**config.mk**
```make
export PLATFORM = sky130hd
export DESIGN_NAME = nlsb_prefetch
export DESIGN_NICKNAME = d
export VERILOG_FILES = /design/src/rtl/nlsb_pkg.sv /design/src/rtl/nlsb_linebuf.sv /design/src/rtl/nlsb_fill.sv /design/src/rtl/nlsb_ctrl.sv /design/src/rtl/nlsb_prefetch.sv
export SDC_FILE = /design/constraint.sdc
export NUM_CORES = 1
export LEC_CHECK = 0
export ABC_CLOCK_PERIOD_IN_PS = 6150
export BUFFER_PORTS_ARGS = -buffer_cell sky130_fd_sc_hd__buf_2
export CORE_MARGIN = 10
export CORE_UTILIZATION = 43
export CTS_CLUSTER_SIZE = 25
export DETAILED_ROUTE_END_ITERATION = 16
export PLACE_DENSITY = 0.73
export SYNTH_ARGS = -nofsm -noshare
export SYNTH_HDL_FRONTEND = slang
export SYNTH_SLANG_ARGS = --single-unit
```
**constraint.sdc**
```tcl
create_clock -name clk -period 6.15 [get_ports clk]
set_clock_uncertainty 0.2 [all_clocks]
set_input_delay 0.615 -clock clk [delete_from_list [all_inputs] [get_ports clk]]
set_output_delay 0.615 -clock clk [all_outputs]
set_load 0.03 [all_outputs]
```
**src/rtl/nlsb_pkg.sv**
```systemverilog
package nlsb_pkg;

  localparam int unsigned NLSB_ADDR_W = 26;
  localparam int unsigned NLSB_LINE_W = 64;

  typedef enum logic [2:0] {
    ST_IDLE  = 3'd0,
    ST_DEM   = 3'd1,
    ST_PF    = 3'd2,
    ST_WAIT  = 3'd3,
    ST_DRAIN = 3'd4,
    ST_FWD   = 3'd5
  } nlsb_state_t;

endpackage

```
**src/rtl/nlsb_linebuf.sv**
```systemverilog
module nlsb_linebuf #(
  parameter int unsigned ADDR_W = nlsb_pkg::NLSB_ADDR_W,
  parameter int unsigned LINE_W = nlsb_pkg::NLSB_LINE_W
) (
  input  logic              clk,
  input  logic              rst,
  input  logic              clr_i,
  input  logic              arm_i,
  input  logic [ADDR_W-1:0] arm_tag_i,
  input  logic              done_i,
  input  logic              wr_i,
  input  logic [LINE_W-1:0] wr_data_i,
  output logic              valid_o,
  output logic              busy_o,
  output logic [ADDR_W-1:0] tag_o,
  output logic [LINE_W-1:0] data_o
);

  logic              valid_q;
  logic              busy_q;
  logic [ADDR_W-1:0] tag_q;
  logic [LINE_W-1:0] data_q;

  // valid and busy: arming wins over clearing
  always_ff @(posedge clk) begin
    if (rst) begin
      valid_q <= 1'b0;
      busy_q  <= 1'b0;
    end else begin
      if (done_i) busy_q <= 1'b0;
      if (clr_i)  valid_q <= 1'b0;
      if (arm_i) begin
        valid_q <= 1'b1;
        busy_q  <= 1'b1;
      end
    end
  end

  // payload storage has no reset
  always_ff @(posedge clk) begin
    if (arm_i) tag_q <= arm_tag_i;
    if (wr_i)  data_q <= wr_data_i;
  end

  assign valid_o = valid_q;
  assign busy_o  = busy_q;
  assign tag_o   = tag_q;
  assign data_o  = data_q;

  // line data is written only into a buffer waiting for its line
  p_wr_needs_busy_r5: assert property (@(posedge clk) disable iff (rst)
    wr_i |-> busy_q);

endmodule

```
**src/rtl/nlsb_fill.sv**
```systemverilog
module nlsb_fill #(
  parameter int unsigned ADDR_W = nlsb_pkg::NLSB_ADDR_W,
  parameter int unsigned LINE_W = nlsb_pkg::NLSB_LINE_W
) (
  input  logic              clk,
  input  logic              rst,
  input  logic              load_i,
  input  logic              from_buf_i,
  input  logic [ADDR_W-1:0] addr_i,
  input  logic [LINE_W-1:0] buf_data_i,
  input  logic [LINE_W-1:0] rsp_data_i,
  output logic              fill_valid_o,
  output logic [ADDR_W-1:0] fill_addr_o,
  output logic [LINE_W-1:0] fill_data_o
);

  logic              vld_q;
  logic [ADDR_W-1:0] addr_q;
  logic [LINE_W-1:0] data_q;

  always_ff @(posedge clk) begin
    if (rst) vld_q <= 1'b0;
    else     vld_q <= load_i;
  end

  always_ff @(posedge clk) begin
    if (load_i) begin
      addr_q <= addr_i;
      data_q <= from_buf_i ? buf_data_i : rsp_data_i;
    end
  end

  assign fill_valid_o = vld_q;
  assign fill_addr_o  = addr_q;
  assign fill_data_o  = data_q;

endmodule

```
**src/rtl/nlsb_ctrl.sv**
```systemverilog
module nlsb_ctrl
  import nlsb_pkg::*;
#(
  parameter int unsigned ADDR_W = NLSB_ADDR_W
) (
  input  logic              clk,
  input  logic              rst,
  input  logic              miss_valid,
  input  logic [ADDR_W-1:0] miss_addr,
  output logic              miss_ready,
  output logic              mem_req_valid,
  output logic [ADDR_W-1:0] mem_req_addr,
  input  logic              mem_req_ready,
  input  logic              mem_rsp_valid,
  input  logic              buf_valid,
  input  logic              buf_busy,
  input  logic [ADDR_W-1:0] buf_tag,
  output logic              buf_clr,
  output logic              buf_arm,
  output logic [ADDR_W-1:0] buf_arm_tag,
  output logic              buf_done,
  output logic              buf_wr,
  output logic              fill_load,
  output logic              fill_from_buf,
  output logic [ADDR_W-1:0] fill_addr
);

  localparam logic [ADDR_W-1:0] ONE_LINE = ADDR_W'(1);

  nlsb_state_t       state_q;
  logic [ADDR_W-1:0] cur_q;
  logic [ADDR_W-1:0] req_addr_q;
  logic              dem_pend_q;
  logic              pf_pend_q;

  logic acc, match, hit_ready, hit_now, dem_rsp, pf_rsp, req_fire;

  assign miss_ready    = (state_q == ST_IDLE);
  assign acc           = miss_valid && miss_ready;
  assign match         = buf_valid && (buf_tag == miss_addr);
  assign dem_rsp       = mem_rsp_valid && dem_pend_q;
  assign pf_rsp        = mem_rsp_valid && !dem_pend_q && pf_pend_q;
  assign hit_ready     = match && !buf_busy;
  assign hit_now       = match && buf_busy && pf_rsp;
  assign mem_req_valid = (state_q == ST_DEM) || (state_q == ST_PF);
  assign mem_req_addr  = req_addr_q;
  assign req_fire      = mem_req_valid && mem_req_ready;

  always_comb begin
    buf_clr       = 1'b0;
    buf_arm       = 1'b0;
    buf_arm_tag   = req_addr_q;
    buf_done      = pf_rsp;
    buf_wr        = pf_rsp && buf_valid && (state_q != ST_FWD);
    fill_load     = dem_rsp;
    fill_from_buf = 1'b0;
    fill_addr     = cur_q;
    unique case (state_q)
      ST_IDLE: begin
        if (acc) begin
          fill_addr = miss_addr;
          if (hit_ready) begin
            fill_load     = 1'b1;
            fill_from_buf = 1'b1;
            buf_clr       = 1'b1;
          end else if (hit_now) begin
            fill_load = 1'b1;
            buf_clr   = 1'b1;
          end else if (!match) begin
            buf_clr = 1'b1;
          end
        end
      end
      ST_PF: begin
        if (req_fire) buf_arm = 1'b1;
      end
      ST_FWD: begin
        if (pf_rsp) begin
          fill_load = 1'b1;
          buf_clr   = 1'b1;
        end
      end
      default: ;
    endcase
  end

  always_ff @(posedge clk) begin
    if (rst) begin
      state_q    <= ST_IDLE;
      cur_q      <= '0;
      req_addr_q <= '0;
      dem_pend_q <= 1'b0;
      pf_pend_q  <= 1'b0;
    end else begin
      if (dem_rsp) dem_pend_q <= 1'b0;
      if (pf_rsp)  pf_pend_q  <= 1'b0;
      unique case (state_q)
        ST_IDLE: begin
          if (acc) begin
            cur_q <= miss_addr;
            if (hit_ready || hit_now) begin
              req_addr_q <= miss_addr + ONE_LINE;
              state_q    <= ST_PF;
            end else if (match) begin
              state_q <= ST_FWD;
            end else begin
              req_addr_q <= miss_addr;
              state_q    <= (pf_pend_q && !pf_rsp) ? ST_DRAIN : ST_DEM;
            end
          end
        end
        ST_DRAIN: if (!pf_pend_q) state_q <= ST_DEM;
        ST_DEM: begin
          if (req_fire) begin
            dem_pend_q <= 1'b1;
            req_addr_q <= cur_q + ONE_LINE;
            state_q    <= ST_PF;
          end
        end
        ST_PF: begin
          if (req_fire) begin
            pf_pend_q <= 1'b1;
            state_q   <= ST_WAIT;
          end
        end
        ST_WAIT: if (!dem_pend_q) state_q <= ST_IDLE;
        ST_FWD: begin
          if (pf_rsp) begin
            req_addr_q <= cur_q + ONE_LINE;
            state_q    <= ST_PF;
          end
        end
        default: state_q <= ST_IDLE;
      endcase
    end
  end

  // a taken miss closes the intake for the next cycle
  p_single_miss_r9: assert property (@(posedge clk) disable iff (rst)
    acc |=> !miss_ready);

  // a stalled request holds
  p_req_hold_r10: assert property (@(posedge clk) disable iff (rst)
    (mem_req_valid && !mem_req_ready) |=> (mem_req_valid && $stable(mem_req_addr)));

  // the accepted demand request is followed by the next line
  p_pair_order_r2: assert property (@(posedge clk) disable iff (rst)
    (req_fire && state_q == ST_DEM) |=>
      (mem_req_valid && mem_req_addr == $past(mem_req_addr) + ONE_LINE));

  // a non-matching miss leaves no buffered line behind
  p_stale_drop_r7: assert property (@(posedge clk) disable iff (rst)
    (acc && !match) |=> !buf_valid);

endmodule

```
**src/rtl/nlsb_prefetch.sv**
```systemverilog
module nlsb_prefetch #(
  parameter int unsigned ADDR_W = nlsb_pkg::NLSB_ADDR_W,
  parameter int unsigned LINE_W = nlsb_pkg::NLSB_LINE_W
) (
  input  logic              clk,
  input  logic              rst,
  input  logic              miss_valid,
  input  logic [ADDR_W-1:0] miss_addr,
  output logic              miss_ready,
  output logic              fill_valid,
  output logic [ADDR_W-1:0] fill_addr,
  output logic [LINE_W-1:0] fill_data,
  output logic              mem_req_valid,
  output logic [ADDR_W-1:0] mem_req_addr,
  input  logic              mem_req_ready,
  input  logic              mem_rsp_valid,
  input  logic [LINE_W-1:0] mem_rsp_data
);

  logic              buf_valid, buf_busy, buf_clr, buf_arm, buf_done, buf_wr;
  logic [ADDR_W-1:0] buf_tag, buf_arm_tag;
  logic [LINE_W-1:0] buf_data;
  logic              f_load, f_from_buf;
  logic [ADDR_W-1:0] f_addr;

  nlsb_ctrl #(.ADDR_W(ADDR_W)) u_ctrl (
    .clk           (clk),
    .rst           (rst),
    .miss_valid    (miss_valid),
    .miss_addr     (miss_addr),
    .miss_ready    (miss_ready),
    .mem_req_valid (mem_req_valid),
    .mem_req_addr  (mem_req_addr),
    .mem_req_ready (mem_req_ready),
    .mem_rsp_valid (mem_rsp_valid),
    .buf_valid     (buf_valid),
    .buf_busy      (buf_busy),
    .buf_tag       (buf_tag),
    .buf_clr       (buf_clr),
    .buf_arm       (buf_arm),
    .buf_arm_tag   (buf_arm_tag),
    .buf_done      (buf_done),
    .buf_wr        (buf_wr),
    .fill_load     (f_load),
    .fill_from_buf (f_from_buf),
    .fill_addr     (f_addr)
  );

  nlsb_linebuf #(.ADDR_W(ADDR_W), .LINE_W(LINE_W)) u_buf (
    .clk       (clk),
    .rst       (rst),
    .clr_i     (buf_clr),
    .arm_i     (buf_arm),
    .arm_tag_i (buf_arm_tag),
    .done_i    (buf_done),
    .wr_i      (buf_wr),
    .wr_data_i (mem_rsp_data),
    .valid_o   (buf_valid),
    .busy_o    (buf_busy),
    .tag_o     (buf_tag),
    .data_o    (buf_data)
  );

  nlsb_fill #(.ADDR_W(ADDR_W), .LINE_W(LINE_W)) u_fill (
    .clk          (clk),
    .rst          (rst),
    .load_i       (f_load),
    .from_buf_i   (f_from_buf),
    .addr_i       (f_addr),
    .buf_data_i   (buf_data),
    .rsp_data_i   (mem_rsp_data),
    .fill_valid_o (fill_valid),
    .fill_addr_o  (fill_addr),
    .fill_data_o  (fill_data)
  );

  // a hit on a present line fills in the next cycle
  p_hit_fill_r4: assert property (@(posedge clk) disable iff (rst)
    (miss_valid && miss_ready && buf_valid && !buf_busy && buf_tag == miss_addr)
      |=> (fill_valid && fill_addr == $past(miss_addr)));

  // a forwarded in-flight line reaches the fill port from the response
  p_fwd_fill_r6: assert property (@(posedge clk) disable iff (rst)
    (f_load && !f_from_buf && mem_rsp_valid) |=>
      (fill_valid && fill_data == $past(mem_rsp_data)));

endmodule

```
==> results by group, run 1 <==
Global routing
  • GRT overflow: 0
  • GRT Util Overall: 17.1%
  • Maximum number of pins on one net before global-route repair: 72
  • Antenna violations before repair: 1
  • Vias in the first global route: 7233
  • Global-route wire length before repair: 42000 um

Synthesis
  • Post-synth top area share: 52.3%
  • Synthesized netlist net count: 896
  • Flip-flop and latch count after synthesis: 240
  • Library cell with the largest summed area after synthesis: sky130_fd_sc_hd__edfxtp_1
  • Synth top area cells: sky130_fd_sc_hd__edfxtp_1 52%, sky130_fd_sc_hd__dfxtp_1 12%, sky130_fd_sc_hd__mux2_2 5.6%
  • Sequential fraction of the synthesis area: 64.0%
  • Number of library cell types mapped by synthesis: 56
  • Yosys synthesis warning count: 0
  • Number of instances in the synthesized netlist: 799
  • Post-Synthesis Mean Instance Area: 12.9 sq um
  • Netlist area before placement: 10300 sq um

Layout
  • Count of filler cells inserted in the layout: 2015
  • Share of final-layout standard cells stronger than drive strength 1: 32.1%
  • Sequential cell area: 6610 sq um
  • Area added between synthesis and finish: 21.8%
  • Post-layout net count: 1107
  • Total area of multi-input combinational cells: 3450 sq um

Timing
  • Time the final worst path needs with I/O delays and setup: 3.82 ns
  • Total of endpoints with negative setup slack in the final report: 0
  • Maximum operating frequency: 262 MHz
  • Final Hold Viols: 0
  • Worst slew margin: 25.0%
  • Pin slew with the least headroom to its limit: 1.12 ns
  • Final count of pins violating max slew: 0
  • Worst Hold Margin: 0.0839 ns
  • Share of the clock period used by the worst path: 62.1%
  • Total negative slack: 0 ns
  • Setup repair after global routing missed its margin: false

Worst setup path
  • CP startpoint kind: flip-flop
  • Crit path capture: u_fill.fill_data_o[33]
  • Data required time of the worst path: 6.16 ns
  • Type of destination of the critical path: flip-flop
  • Crit Path Category: reg2reg
  • Flop-to-flop setup slack: 2.33 ns
  • Source of the critical timing path: u_ctrl.state_q[2]
  • Worst Path Max Fanout: 71
  • R2R Path End: u_fill.fill_data_o[33]
  • Worst flop-to-flop path startpoint: u_ctrl.state_q[2]
  • Worst reg2reg path depth: 5
  • Critical path arrival: 3.83 ns

Detailed routing
  • First-iteration detailed-routing DRC count: 622
  • Wire length reported by the detailed router: 27200 um
  • Post-detailed-route count of antenna-violating nets: 0
  • Average detailed-routed wire length per instance: 20.2 um
  • Routed via count: 7181
  • Drt via density: 5.32
  • Iteration count of the initial detailed-routing pass: 5
  • DRC violation count after routing: 0

Placed design
  • Port bufs: 213
  • Final weighted congestion in routability-driven placement: 0.941
  • Total half-perimeter wirelength after legalization and detailed placement: 19400 um

Flow run
  • Number of violations of the max-capacitance limit: 0

Clock tree
  • CTS tree: yes
  • Buffers inserted during post-CTS setup optimization: 0
  • Source-to-sink clock delay at the later pin of the worst-skew pair: 0.52 ns
  • Number of sinks on the clock net: 240
  • CTS max path bufs: 3
  • Number of CTS-inserted buffers: 27
  • CTS Root Cell: sky130_fd_sc_hd__clkbuf_16
  • Depth of the CTS H-tree: 1
  • Cts-stage hold buffer count: 0
  • Clock-pin transition on the worst setup and hold timing paths: 0.06 ns
  • Cells resized by post-CTS repair: 0

Die
  • Cell row count: 56
  • Area of the die: 30600 sq um
  • Initial cell density of the core: 43.9%
  • Height of the die: 175 um
  • Io pins: 214
  • Core area: 23500 sq um
  • Die Wd: 175 um

Power
  • Maximum resistive drop on vdd: 167 uV
  • Pwr/cell area: 361 nW/um^2
  • Pleak: 4.72 nW

Outcome
  • Status: completed

Worst hold path
  • Hold WC Path Type: in2reg
routing by layer:
layer	up-vias	track usage, %	wire length, um	part of all wire, %
met3	39	5.15	2510	9.2
met1	3449	22.2	11600	43
met4	0	4.59	535	2.0
met5	-	0	0	0
met2	313	27.2	12600	46
li1	3380	-	-	-
cell usage in the layout, fill, tap and decap left out, types with 20 or more instances in the layout:
| master | count |
|---|---|
| sky130_fd_sc_hd__nand3_1 | 25 |
| sky130_fd_sc_hd__clkbuf_16 | 27 |
| sky130_fd_sc_hd__nand2_1 | 98 |
| sky130_fd_sc_hd__dfxtp_1 | 60 |
| sky130_fd_sc_hd__xnor2_1 | 29 |
| sky130_fd_sc_hd__xor2_1 | 28 |
| sky130_fd_sc_hd__nor2b_1 | 30 |
| sky130_fd_sc_hd__o21ai_0 | 20 |
| sky130_fd_sc_hd__nor2_1 | 24 |
| sky130_fd_sc_hd__edfxtp_1 | 180 |
| sky130_fd_sc_hd__buf_2 | 213 |
| sky130_fd_sc_hd__mux2_2 | 51 |
metrics by stage:
step | power [mW] | cells | instance area [sq um] | worst slack, ns | utilization (%)
after global placement | 2.90 | 1300 | 11600 | 2.25 | 49.5
after floorplan | 2.60 | 799 | 10300 | 1.38 | -
after global routing | 4.73 | 1349 | 12600 | 2.03 | 53.4
after CTS | 4.58 | 1349 | 12600 | 2.31 | 53.4
final | 4.54 | 1350 | 12600 | 2.33 | 53.4
after detailed placement | 2.91 | 1300 | 11600 | 2.18 | 49.5
flip-flops by register name, summed over array words and instances, names as in the netlist:
name / flops
u_buf.busy_o: 1
u_buf.data_o: 64
u_buf.tag_o: 26
u_buf.valid_o: 1
u_ctrl.buf_arm_tag: 26
u_ctrl.cur_q: 26
u_ctrl.dem_pend_q: 1
u_ctrl.pf_pend_q: 1
u_ctrl.state_q: 3
u_fill.fill_addr_o: 26
u_fill.fill_data_o: 64
u_fill.fill_valid_o: 1
final cells by class:
type / instances / share of cell area [%]
timing repair buffer: 222 / 9.01
inverter: 16 / 0.477
multi-input combinational: 503 / 27.4
antenna: 1 / 0.0199
tap: 319 / 3.17
clock buffer: 31 / 5.49
sequential: 240 / 52.5
clock inverter: 18 / 1.89
where the power goes:
part	switching (mW)	total, mW	leakage [nW]	internal, mW
registers	0.108	2.02	2.13	1.91
clock network	0.639	1.66	0.445	1.02
logic	0.588	0.858	2.15	0.269
total	1.34	4.54	4.72	3.20
cell usage after synthesis, drive strengths merged:
cell     instances
and2             3
a311oi           1
and3            13
inv             16
clkbuf          21
o221ai           7
a31o             1
o31a             2
a211oi           2
nor3            13
nor2b           30
and4             6
o31ai            6
o21a             1
nand4           19
nand2           99
o211ai           1
buf             19
o2111ai          4
nor4            10
mux2            64
a22o             5
or2b             1
or3              6
a32o             3
and4b            1
a31oi            4
ha               2
o2bb2ai          1
edfxtp         180
a21oi           12
nand3b          13
mux2i           10
or2              3
nand3           27
dfxtp           60
o21ai           22
xor2            28
a2111oi          1
xnor2           29
nor2            24
o22ai            7
nand2b          18
or4              4
cells by family (layout without fill, tap and decap cells):
kind of cell             after synthesis  after routing  share of synthesized area [%]
adder cells (fa/ha/maj)                2              2                          0.242
buffers and inverters                 56            287                           2.75
XOR/XNOR                              57             57                           4.83
AND/OR/NAND/NOR                      290            290                           15.0
AO/OA/AOI/OAI                         80             80                           5.20
other                                  0              1                              0
flip-flops                           240            240                           64.0
multiplexers                          74             74                           7.95
critical path, stage by stage, from the launching register on:
cell and delay, ns:
sky130_fd_sc_hd__dfxtp_1 0.43, sky130_fd_sc_hd__nor3_1 0.58, sky130_fd_sc_hd__and2_1 0.85, sky130_fd_sc_hd__nand2_1 0.24
sky130_fd_sc_hd__nand2_4 0.81, sky130_fd_sc_hd__buf_4 0.36
worst min-delay path by stage:
stage,from,endpoint,depth (start not counted)
2_1_floorplan,u_ctrl.dem_pend_q,u_ctrl.dem_pend_q,2
3_3_place_gp,u_ctrl.buf_arm_tag[23],u_buf.tag_o[23],0
3_5_place_dp,u_ctrl.buf_arm_tag[23],u_buf.tag_o[23],0
4_1_cts,mem_rsp_data[11],u_buf.data_o[11],1
5_1_grt,mem_rsp_data[37],u_buf.data_o[37],1
6_report,mem_rsp_data[49],u_buf.data_o[49],1
Note: power is estimated with default switching activity, not from simulation.
==> run 2: changes to the inputs <==
--- a/config.mk
+++ b/config.mk
@@ -5,7 +5,7 @@
 export SDC_FILE = /design/constraint.sdc
 export NUM_CORES = 1
 export LEC_CHECK = 0
-export ABC_CLOCK_PERIOD_IN_PS = 6150
+export ABC_CLOCK_PERIOD_IN_PS = 3900
 export BUFFER_PORTS_ARGS = -buffer_cell sky130_fd_sc_hd__buf_2
 export CORE_MARGIN = 10
 export CORE_UTILIZATION = 43
==> constraint.sdc (replaced) <==
create_clock -name clk -period 3.9 [get_ports clk]
set_clock_uncertainty 0.2 [all_clocks]
set_input_delay 0.39 -clock clk [delete_from_list [all_inputs] [get_ports clk]]
set_output_delay 0.39 -clock clk [all_outputs]
set_load 0.03 [all_outputs]
==> run 2 against run 1 <==
Against the previous run: core utilization rose by 2.8 points; via count grew 6.1%; cell count grew 5.3%; clock power is 47% higher; sequential share of layout area is 2.6 points lower; worst hold slack worse by 0.034 ns; first-iteration DRC count grew 11%; combinational power is 66% higher; largest cell class unchanged; largest power group unchanged; highest routed layer is now met5.
==> results by group, run 2 (synthesized netlist as in run 1, its figures left out) <==
Placed design
  • Port bufs: 213 (unchanged)
  • Number of cells after detailed placement: 1305 (was 1300)
  • Worst slack at placement: 0.850 ns (was 2.18 ns)
  • Instance area at placement: 11700 sq um (was 11600 sq um)
  • Final weighted congestion in routability-driven placement: 0.946 (was 0.941)
  • Total half-perimeter wirelength after legalization and detailed placement: 20200 um (was 19400 um)

Layout
  • Final Instance Count excl. Fillers: 1421 (was 1350)
  • Area added between synthesis and finish: 28.1% (was 21.8%)
  • Share of final-layout standard cells stronger than drive strength 1: 29.9% (was 32.1%)
  • Most common library cell in the layout ignoring fill and taps: sky130_fd_sc_hd__buf_2 (unchanged)
  • Design area: 13200 sq um (was 12600 sq um)
  • Post-layout net count: 1178 (was 1107)
  • Leading cell types in the layout, fill and taps excluded: 213 x sky130_fd_sc_hd__buf_2, 180 x sky130_fd_sc_hd__edfxtp_1, 98 x sky130_fd_sc_hd__nand2_1 (unchanged)

Timing
  • Maximum operating frequency: 333 MHz (was 262 MHz)
  • Final count of pins violating max slew: 0 (unchanged)
  • Pin slew with the least headroom to its limit: 1.08 ns (was 1.12 ns)
  • Worst slew margin: 27.9% (was 25.0%)
  • Worst setup margin: 0.900 ns (was 2.33 ns)
  • Total of endpoints with negative setup slack in the final report: 0 (unchanged)
  • Final Hold Viols: 0 (unchanged)
  • Share of the clock period used by the worst path: 76.9% (was 62.1%)
  • Setup repair after global routing missed its margin: false (unchanged)
  • Total negative slack: 0 ns (unchanged)
  • Time the final worst path needs with I/O delays and setup: 3.00 ns (was 3.82 ns)

Detailed routing
  • DRC violation count after routing: 0 (unchanged)
  • Routed via count: 7619 (was 7181)
  • First-iteration detailed-routing DRC count: 692 (was 622)
  • Iteration count of the initial detailed-routing pass: 7 (was 5)
  • Post-detailed-route count of antenna-violating nets: 0 (unchanged)
  • Wire length reported by the detailed router: 29500 um (was 27200 um)
  • Average detailed-routed wire length per instance: 20.7 um (was 20.2 um)
  • Drt via density: 5.36 (was 5.32)

Global routing
  • Global-route wire length before repair: 45100 um (was 42000 um)
  • Maximum number of pins on one net before global-route repair: 66 (was 72)
  • GRT overflow: 0 (unchanged)
  • Antenna violations before repair: 2 (was 1)
  • GRT Util Overall: 18.4% (was 17.1%)
  • Vias in the first global route: 7767 (was 7233)

Power
  • Power share of the clock group: 34.6% (was 36.6%)
  • Pwr/cell area: 533 nW/um^2 (was 361 nW/um^2)
  • Power Internal: 4.94 mW (was 3.20 mW)
  • Maximum resistive drop on vdd: 330 uV (was 167 uV)
  • Reported net switching power: 2.11 mW (was 1.34 mW)
  • Combinational share of power: 20.1% (was 18.9%)
  • Total Power: 7.05 mW (was 4.54 mW)
  • Net switching fraction of the power: 29.9% (was 29.4%)
  • Pleak: 5.00 nW (was 4.72 nW)
  • Relative contribution of sequential cells to total power: 45.3% (was 44.5%)

Worst setup path
  • Slowest Stage Delay on Critical Path: 0.40 ns (was 0.85 ns)
  • Data required time of the worst path: 4.11 ns (was 6.16 ns)
  • Cell-by-cell trace of the critical path: xnor2_1 > nand3_1 > nor3_2 > nand3_4 > o21ai_2 > buf_4 > nor2_1 > a32o_1 (was nor3_1 > and2_1 > nand2_1 > nand2_4 > buf_4)
  • Crit Path Category: reg2reg (unchanged)
  • Critical path arrival: 3.21 ns (was 3.83 ns)
  • Type of destination of the critical path: flip-flop (unchanged)
  • Worst Path Max Fanout: 27 (was 71)
  • Cell at the slowest stage of the critical path: sky130_fd_sc_hd__edfxtp_1 (was sky130_fd_sc_hd__and2_1)
  • CP startpoint kind: flip-flop (unchanged)

Clock tree
  • Source-to-sink clock delay at the later pin of the worst-skew pair: 0.52 ns (about the same)
  • CTS Root Cell: sky130_fd_sc_hd__clkbuf_16 (unchanged)
  • Clock-pin transition on the worst setup and hold timing paths: 0.06 ns (about the same)
  • Number of sinks on the clock net: 240 (unchanged)
  • CTS max path bufs: 3 (unchanged)
  • Depth of the CTS H-tree: 1 (unchanged)
  • CTS tree: yes (unchanged)
  • Cts-stage hold buffer count: 67 (was 0)
  • Number of CTS-inserted buffers: 26 (was 27)
  • Cells resized by post-CTS repair: 0 (unchanged)
  • Buffers inserted during post-CTS setup optimization: 0 (unchanged)

Die
  • Io pins: 214 (unchanged)
  • Die Wd: 175 um (unchanged)
  • Area of the die: 30600 sq um (unchanged)
  • Cell row count: 56 (unchanged)
  • Initial cell density of the core: 43.9% (unchanged)
  • Height of the die: 175 um (unchanged)
  • Core area: 23500 sq um (unchanged)

Outcome
  • Status: completed (unchanged)

Flow run
  • Number of violations of the max-capacitance limit: 0 (unchanged)

Worst hold path
  • Hold WC Path Type: in2reg (unchanged)
[run 2: cell count changes in the layout (fill, tap and decap cells not counted), sizes merged]
cell / previous run / this run
clkinvlp: 4 / 1
inv: 18 / 17
bufinv: 5 / 2
clkbuf: 31 / 37
dlygate4sd3: 0 / 67
buf: 222 / 227
[run 2: layout make-up]
| class | count | area (sq um) |
|---|---|---|
| multi-input combinational | 503 | 3450 |
| clock inverter | 11 | 106 |
| inverter | 16 | 60.1 |
| antenna | 1 | 2.50 |
| clock buffer | 37 | 743 |
| tap | 319 | 399 |
| sequential | 240 | 6610 |
| timing repair buffer | 294 | 1870 |
| fill | 1935 | 10300 |
[run 2: final timing paths]
| check | endpoint | cells after the start | from | slack, ns |
|---|---|---|---|---|
| max reg2reg | u_ctrl.buf_arm_tag[14] | 8 | u_buf.tag_o[6] | 0.90 |
| min | u_fill.fill_addr_o[25] | 3 | miss_addr[25] | 0.05 |
| min reg2reg | u_buf.tag_o[8] | 0 | u_ctrl.buf_arm_tag[8] | 0.25 |
| max | u_ctrl.buf_arm_tag[14] | 8 | u_buf.tag_o[6] | 0.90 |
[run 2: power groups by stage]
stage | sequential, mW | combinational, mW | clock (mW)
after floorplan | 3.43 | 0.672 | 0
after global placement | 3.23 | 1.34 | 0
after detailed placement | 3.24 | 1.36 | 0
after CTS | 3.19 | 1.42 | 2.48
after global routing | 3.22 | 1.53 | 2.58
final | 3.19 | 1.42 | 2.44
[run 2: critical path: cells and delay by family (launching register included)]
family | cells | cell delay, ns
DFF | 1 | 0.40
buffers and inverters | 1 | 0.37
xor gates and xnor gates | 1 | 0.31
AOI/OAI and AO/OA | 2 | 0.57
and+or+nand+nor | 4 | 1.06
[run 2: layer usage]
layer / GRT usage (%) / part of all wire [%] / vias up
met5: 0 / 0.037 / -
met4: 4.87 / 1.7 / 2
met3: 4.74 / 9.3 / 51
met2: 28.9 / 46 / 376
met1: 24.7 / 43 / 3683
li1: - / - / 3507
[run 2: metrics by stage]
step                      utilization (%)  hold WS (ns)
after floorplan                         -         0.264
after CTS                            56.2        0.0310
final                                56.2        0.0494
after global routing                 56.2        0.0664
after global placement               49.7         0.247
after detailed placement             49.7         0.249
==> run 3: changes to the inputs <==
--- a/config.mk
+++ b/config.mk
@@ -5,13 +5,13 @@
 export SDC_FILE = /design/constraint.sdc
 export NUM_CORES = 1
 export LEC_CHECK = 0
-export ABC_CLOCK_PERIOD_IN_PS = 3900
+export ABC_CLOCK_PERIOD_IN_PS = 2400
 export BUFFER_PORTS_ARGS = -buffer_cell sky130_fd_sc_hd__buf_2
 export CORE_MARGIN = 10
 export CORE_UTILIZATION = 43
 export CTS_CLUSTER_SIZE = 25
 export DETAILED_ROUTE_END_ITERATION = 16
-export PLACE_DENSITY = 0.73
+export PLACE_DENSITY = 0.76
 export SYNTH_ARGS = -nofsm -noshare
 export SYNTH_HDL_FRONTEND = slang
 export SYNTH_SLANG_ARGS = --single-unit
==> constraint.sdc (replaced) <==
create_clock -name clk -period 2.4 [get_ports clk]
set_clock_uncertainty 0.2 [all_clocks]
set_input_delay 0.24 -clock clk [delete_from_list [all_inputs] [get_ports clk]]
set_output_delay 0.24 -clock clk [all_outputs]
set_load 0.03 [all_outputs]
==> run 3 against run 2 <==
Against the previous run: largest cell class unchanged; non-clock buffer count rose by 121; highest routed layer is now met4; the flow now finishes with violations (setup timing); core utilization rose by 6.6 points; fmax rose by 12%.
==> results by group, run 3 (synthesized netlist as in run 1, its figures left out) <==
Outcome
  • Status: complete, but fails checks (was completed)
  • Violated checks: setup timing

Power
  • Pleak: 5.87 nW (was 5.00 nW)
  • Maximum resistive drop on vdd: 652 uV (was 330 uV)
  • Pwr/cell area: 806 nW/um^2 (was 533 nW/um^2)
  • Total Power: 11.9 mW (was 7.05 mW)

Clock tree
  • Number of sinks on the clock net: 240 (unchanged)
  • Source-to-sink clock delay at the later pin of the worst-skew pair: 0.54 ns (was 0.52 ns)
  • CTS Root Cell: sky130_fd_sc_hd__clkbuf_16 (unchanged)
  • Number of CTS-inserted buffers: 25 (was 26)
  • Clock-pin transition on the worst setup and hold timing paths: 0.06 ns (about the same)
  • CTS tree: yes (unchanged)
  • Depth of the CTS H-tree: 1 (unchanged)
  • CTS max path bufs: 3 (unchanged)

Worst hold path
  • Hold Crit Endpoint: u_ctrl.buf_arm_tag[17] (was u_fill.fill_addr_o[25])
  • Worst hold start: miss_addr[17] (was miss_addr[25])
  • Cell depth of the worst hold path: 4 (was 3)
  • Hold WC Path Type: in2reg (unchanged)

Layout
  • Design area: 14800 sq um (was 13200 sq um)
  • Share of final-layout standard cells stronger than drive strength 1: 39.4% (was 29.9%)
  • Post-layout net count: 1298 (was 1178)
  • Final Instance Count excl. Fillers: 1543 (was 1421)
  • Final core utilization: 62.9% (was 56.2%)
  • Leading cell types in the layout, fill and taps excluded: 213 x sky130_fd_sc_hd__buf_2, 180 x sky130_fd_sc_hd__edfxtp_1, 96 x sky130_fd_sc_hd__nand2_1 (was 213 x sky130_fd_sc_hd__buf_2, 180 x sky130_fd_sc_hd__edfxtp_1, 98 x sky130_fd_sc_hd__nand2_1)
  • Count of filler cells inserted in the layout: 1763 (was 1935)
  • Area added between synthesis and finish: 43.3% (was 28.1%)
  • Sequential cell area: 6610 sq um (unchanged)
  • Total area of multi-input combinational cells: 3900 sq um (was 3450 sq um)
  • Most common library cell in the layout ignoring fill and taps: sky130_fd_sc_hd__buf_2 (unchanged)

Placed design
  • Worst slack at placement: -0.257 ns (was 0.850 ns)
  • Port bufs: 213 (unchanged)
  • Total half-perimeter wirelength after legalization and detailed placement: 21900 um (was 20200 um)
  • Final weighted congestion in routability-driven placement: 0.899 (was 0.946)
  • Number of cells after detailed placement: 1395 (was 1305)
  • Instance area at placement: 12600 sq um (was 11700 sq um)

Worst setup path
  • Worst Path Max Fanout: 16 (was 27)
  • Worst flop-to-flop path startpoint: u_buf.tag_o[15] (was u_buf.tag_o[6])
  • Slowest Stage Delay on Critical Path: 0.38 ns (was 0.40 ns)
  • Critical path arrival: 2.75 ns (was 3.21 ns)
  • Flop-to-flop setup slack: -0.27 ns (was 0.90 ns)
  • Worst reg2reg path depth: 10 (was 8)
  • Number of buffer and inverter instances along the worst setup path: 4 (was 1)
  • Data required time of the worst path: 2.48 ns (was 4.11 ns)
  • Crit Path Category: reg2reg (unchanged)
  • Top delay family on crit path: simple AND/OR/NAND/NOR gates (unchanged)
  • Cell at the slowest stage of the critical path: sky130_fd_sc_hd__edfxtp_1 (unchanged)
  • CP startpoint kind: flip-flop (unchanged)
  • R2R Path End: u_fill.fill_data_o[14] (was u_ctrl.buf_arm_tag[14])
  • Type of destination of the critical path: flip-flop (unchanged)
  • Cell-by-cell trace of the critical path: nand2b_4 > buf_4 > nand4_1 > nor4_2 > buf_4 > nand3_4 > nor3_4 > buf_12 > buf_12 > mux2_2 (was xnor2_1 > nand3_1 > nor3_2 > nand3_4 > o21ai_2 > buf_4 > nor2_1 > a32o_1)

Timing
  • Final count of pins violating max slew: 0 (unchanged)
  • Time the final worst path needs with I/O delays and setup: 2.67 ns (was 3.00 ns)
  • Share of the clock period used by the worst path: 111% (was 76.9%)
  • Maximum operating frequency: 374 MHz (was 333 MHz)
  • Setup repair after global routing missed its margin: true (was false)
  • Total negative slack: -31.86 ns (was 0 ns)
  • Final Hold Viols: 0 (unchanged)
  • Worst setup margin: -0.271 ns (was 0.900 ns)
  • Worst slew margin: 69.4% (was 27.9%)
  • Worst Hold Margin: 0.0355 ns (was 0.0494 ns)
  • Total of endpoints with negative setup slack in the final report: 180 (was 0)
  • Pin slew with the least headroom to its limit: 0.458 ns (was 1.08 ns)

Die
  • Height of the die: 175 um (unchanged)
  • Area of the die: 30600 sq um (unchanged)
  • Core area: 23500 sq um (unchanged)
  • Io pins: 214 (unchanged)
  • Cell row count: 56 (unchanged)
  • Initial cell density of the core: 43.9% (unchanged)
  • Die Wd: 175 um (unchanged)

Detailed routing
  • Drt via density: 5.40 (was 5.36)
  • Wire length on met2: 15600 um (was 13400 um)
  • Highest Signal Layer: met4 (was met5)
  • Wl on met1: 13500 um (was 12800 um)
  • Routed via count: 8333 (was 7619)
  • First-iteration detailed-routing DRC count: 798 (was 692)
  • Met3 Routed Length: 3110 um (was 2740 um)
  • DRC violation count after routing: 0 (unchanged)
  • Iteration count of the initial detailed-routing pass: 5 (was 7)
  • Wire length reported by the detailed router: 33100 um (was 29500 um)
  • Average detailed-routed wire length per instance: 21.5 um (was 20.7 um)
  • Post-detailed-route count of antenna-violating nets: 0 (unchanged)

Global routing
  • Maximum number of pins on one net before global-route repair: 55 (was 66)
  • GRT Util Overall: 20.1% (was 18.4%)
  • Vias in the first global route: 8552 (was 7767)
  • Antenna violations before repair: 5 (was 2)
  • GRT overflow: 0 (unchanged)
  • Global-route wire length before repair: 49100 um (was 45100 um)

Flow run
  • Number of violations of the max-capacitance limit: 0 (unchanged)
==> run 3: worst max path at each step <==
stage,from,end,slack (ns),depth (start not counted)
after floorplan,u_buf.tag_o[2],u_fill.fill_data_o[3],-0.17,7
final,u_buf.tag_o[15],u_fill.fill_data_o[14],-0.27,10
after global routing,u_buf.tag_o[15],u_fill.fill_data_o[48],-0.36,10
after CTS,u_buf.tag_o[4],u_fill.fill_data_o[59],-0.17,8
after global placement,u_buf.tag_o[11],u_fill.fill_data_o[35],-0.23,9
after detailed placement,u_buf.tag_o[23],u_fill.fill_data_o[59],-0.26,8
==> run 3: layout make-up <==
class                           count  area share [%]
Clock buffer                       30            4.42
Antenna cell                        5          0.0846
Multi-Input combinational cell    503            26.3
Sequential cell                   240            44.6
Timing Repair Buffer              415            20.3
Clock inverter                     15            1.16
Tap cell                          319            2.70
Inverter                           16           0.406
==> run 3: where the power goes <==
group	total, mW	switching, mW	leakage [nW]	internal [mW]
registers	5.16	0.271	2.13	4.89
clock network	3.92	1.63	0.406	2.29
logic	2.86	1.75	3.34	1.11
total	11.9	3.65	5.87	8.28
==> run 3: per-layer routing <==
layer | up-vias | global-route usage (%)
met5 | - | 0
met2 | 467 | 32.5
met1 | 4047 | 25.5
met4 | 0 | 7.17
li1 | 3748 | -
met3 | 71 | 5.41
==> run 3: tightest hold or removal path, stage by stage <==
cell and delay (ns):
sky130_fd_sc_hd__buf_2 0.12, sky130_fd_sc_hd__buf_4 0.14, sky130_fd_sc_hd__xnor2_1 0.08, sky130_fd_sc_hd__o221ai_2 0.15
==> run 3: repair_timing <==
action | 4_1_cts | 5_1_grt
hold buffers | 87 | 0
gates resized for setup | 49 | 47
endpoints found under the hold margin | 163 | 0
endpoints found under the setup margin | 182 | 183
cloned | 0 | 1
pin swaps | 8 | 8
setup buffers | 5 | 7
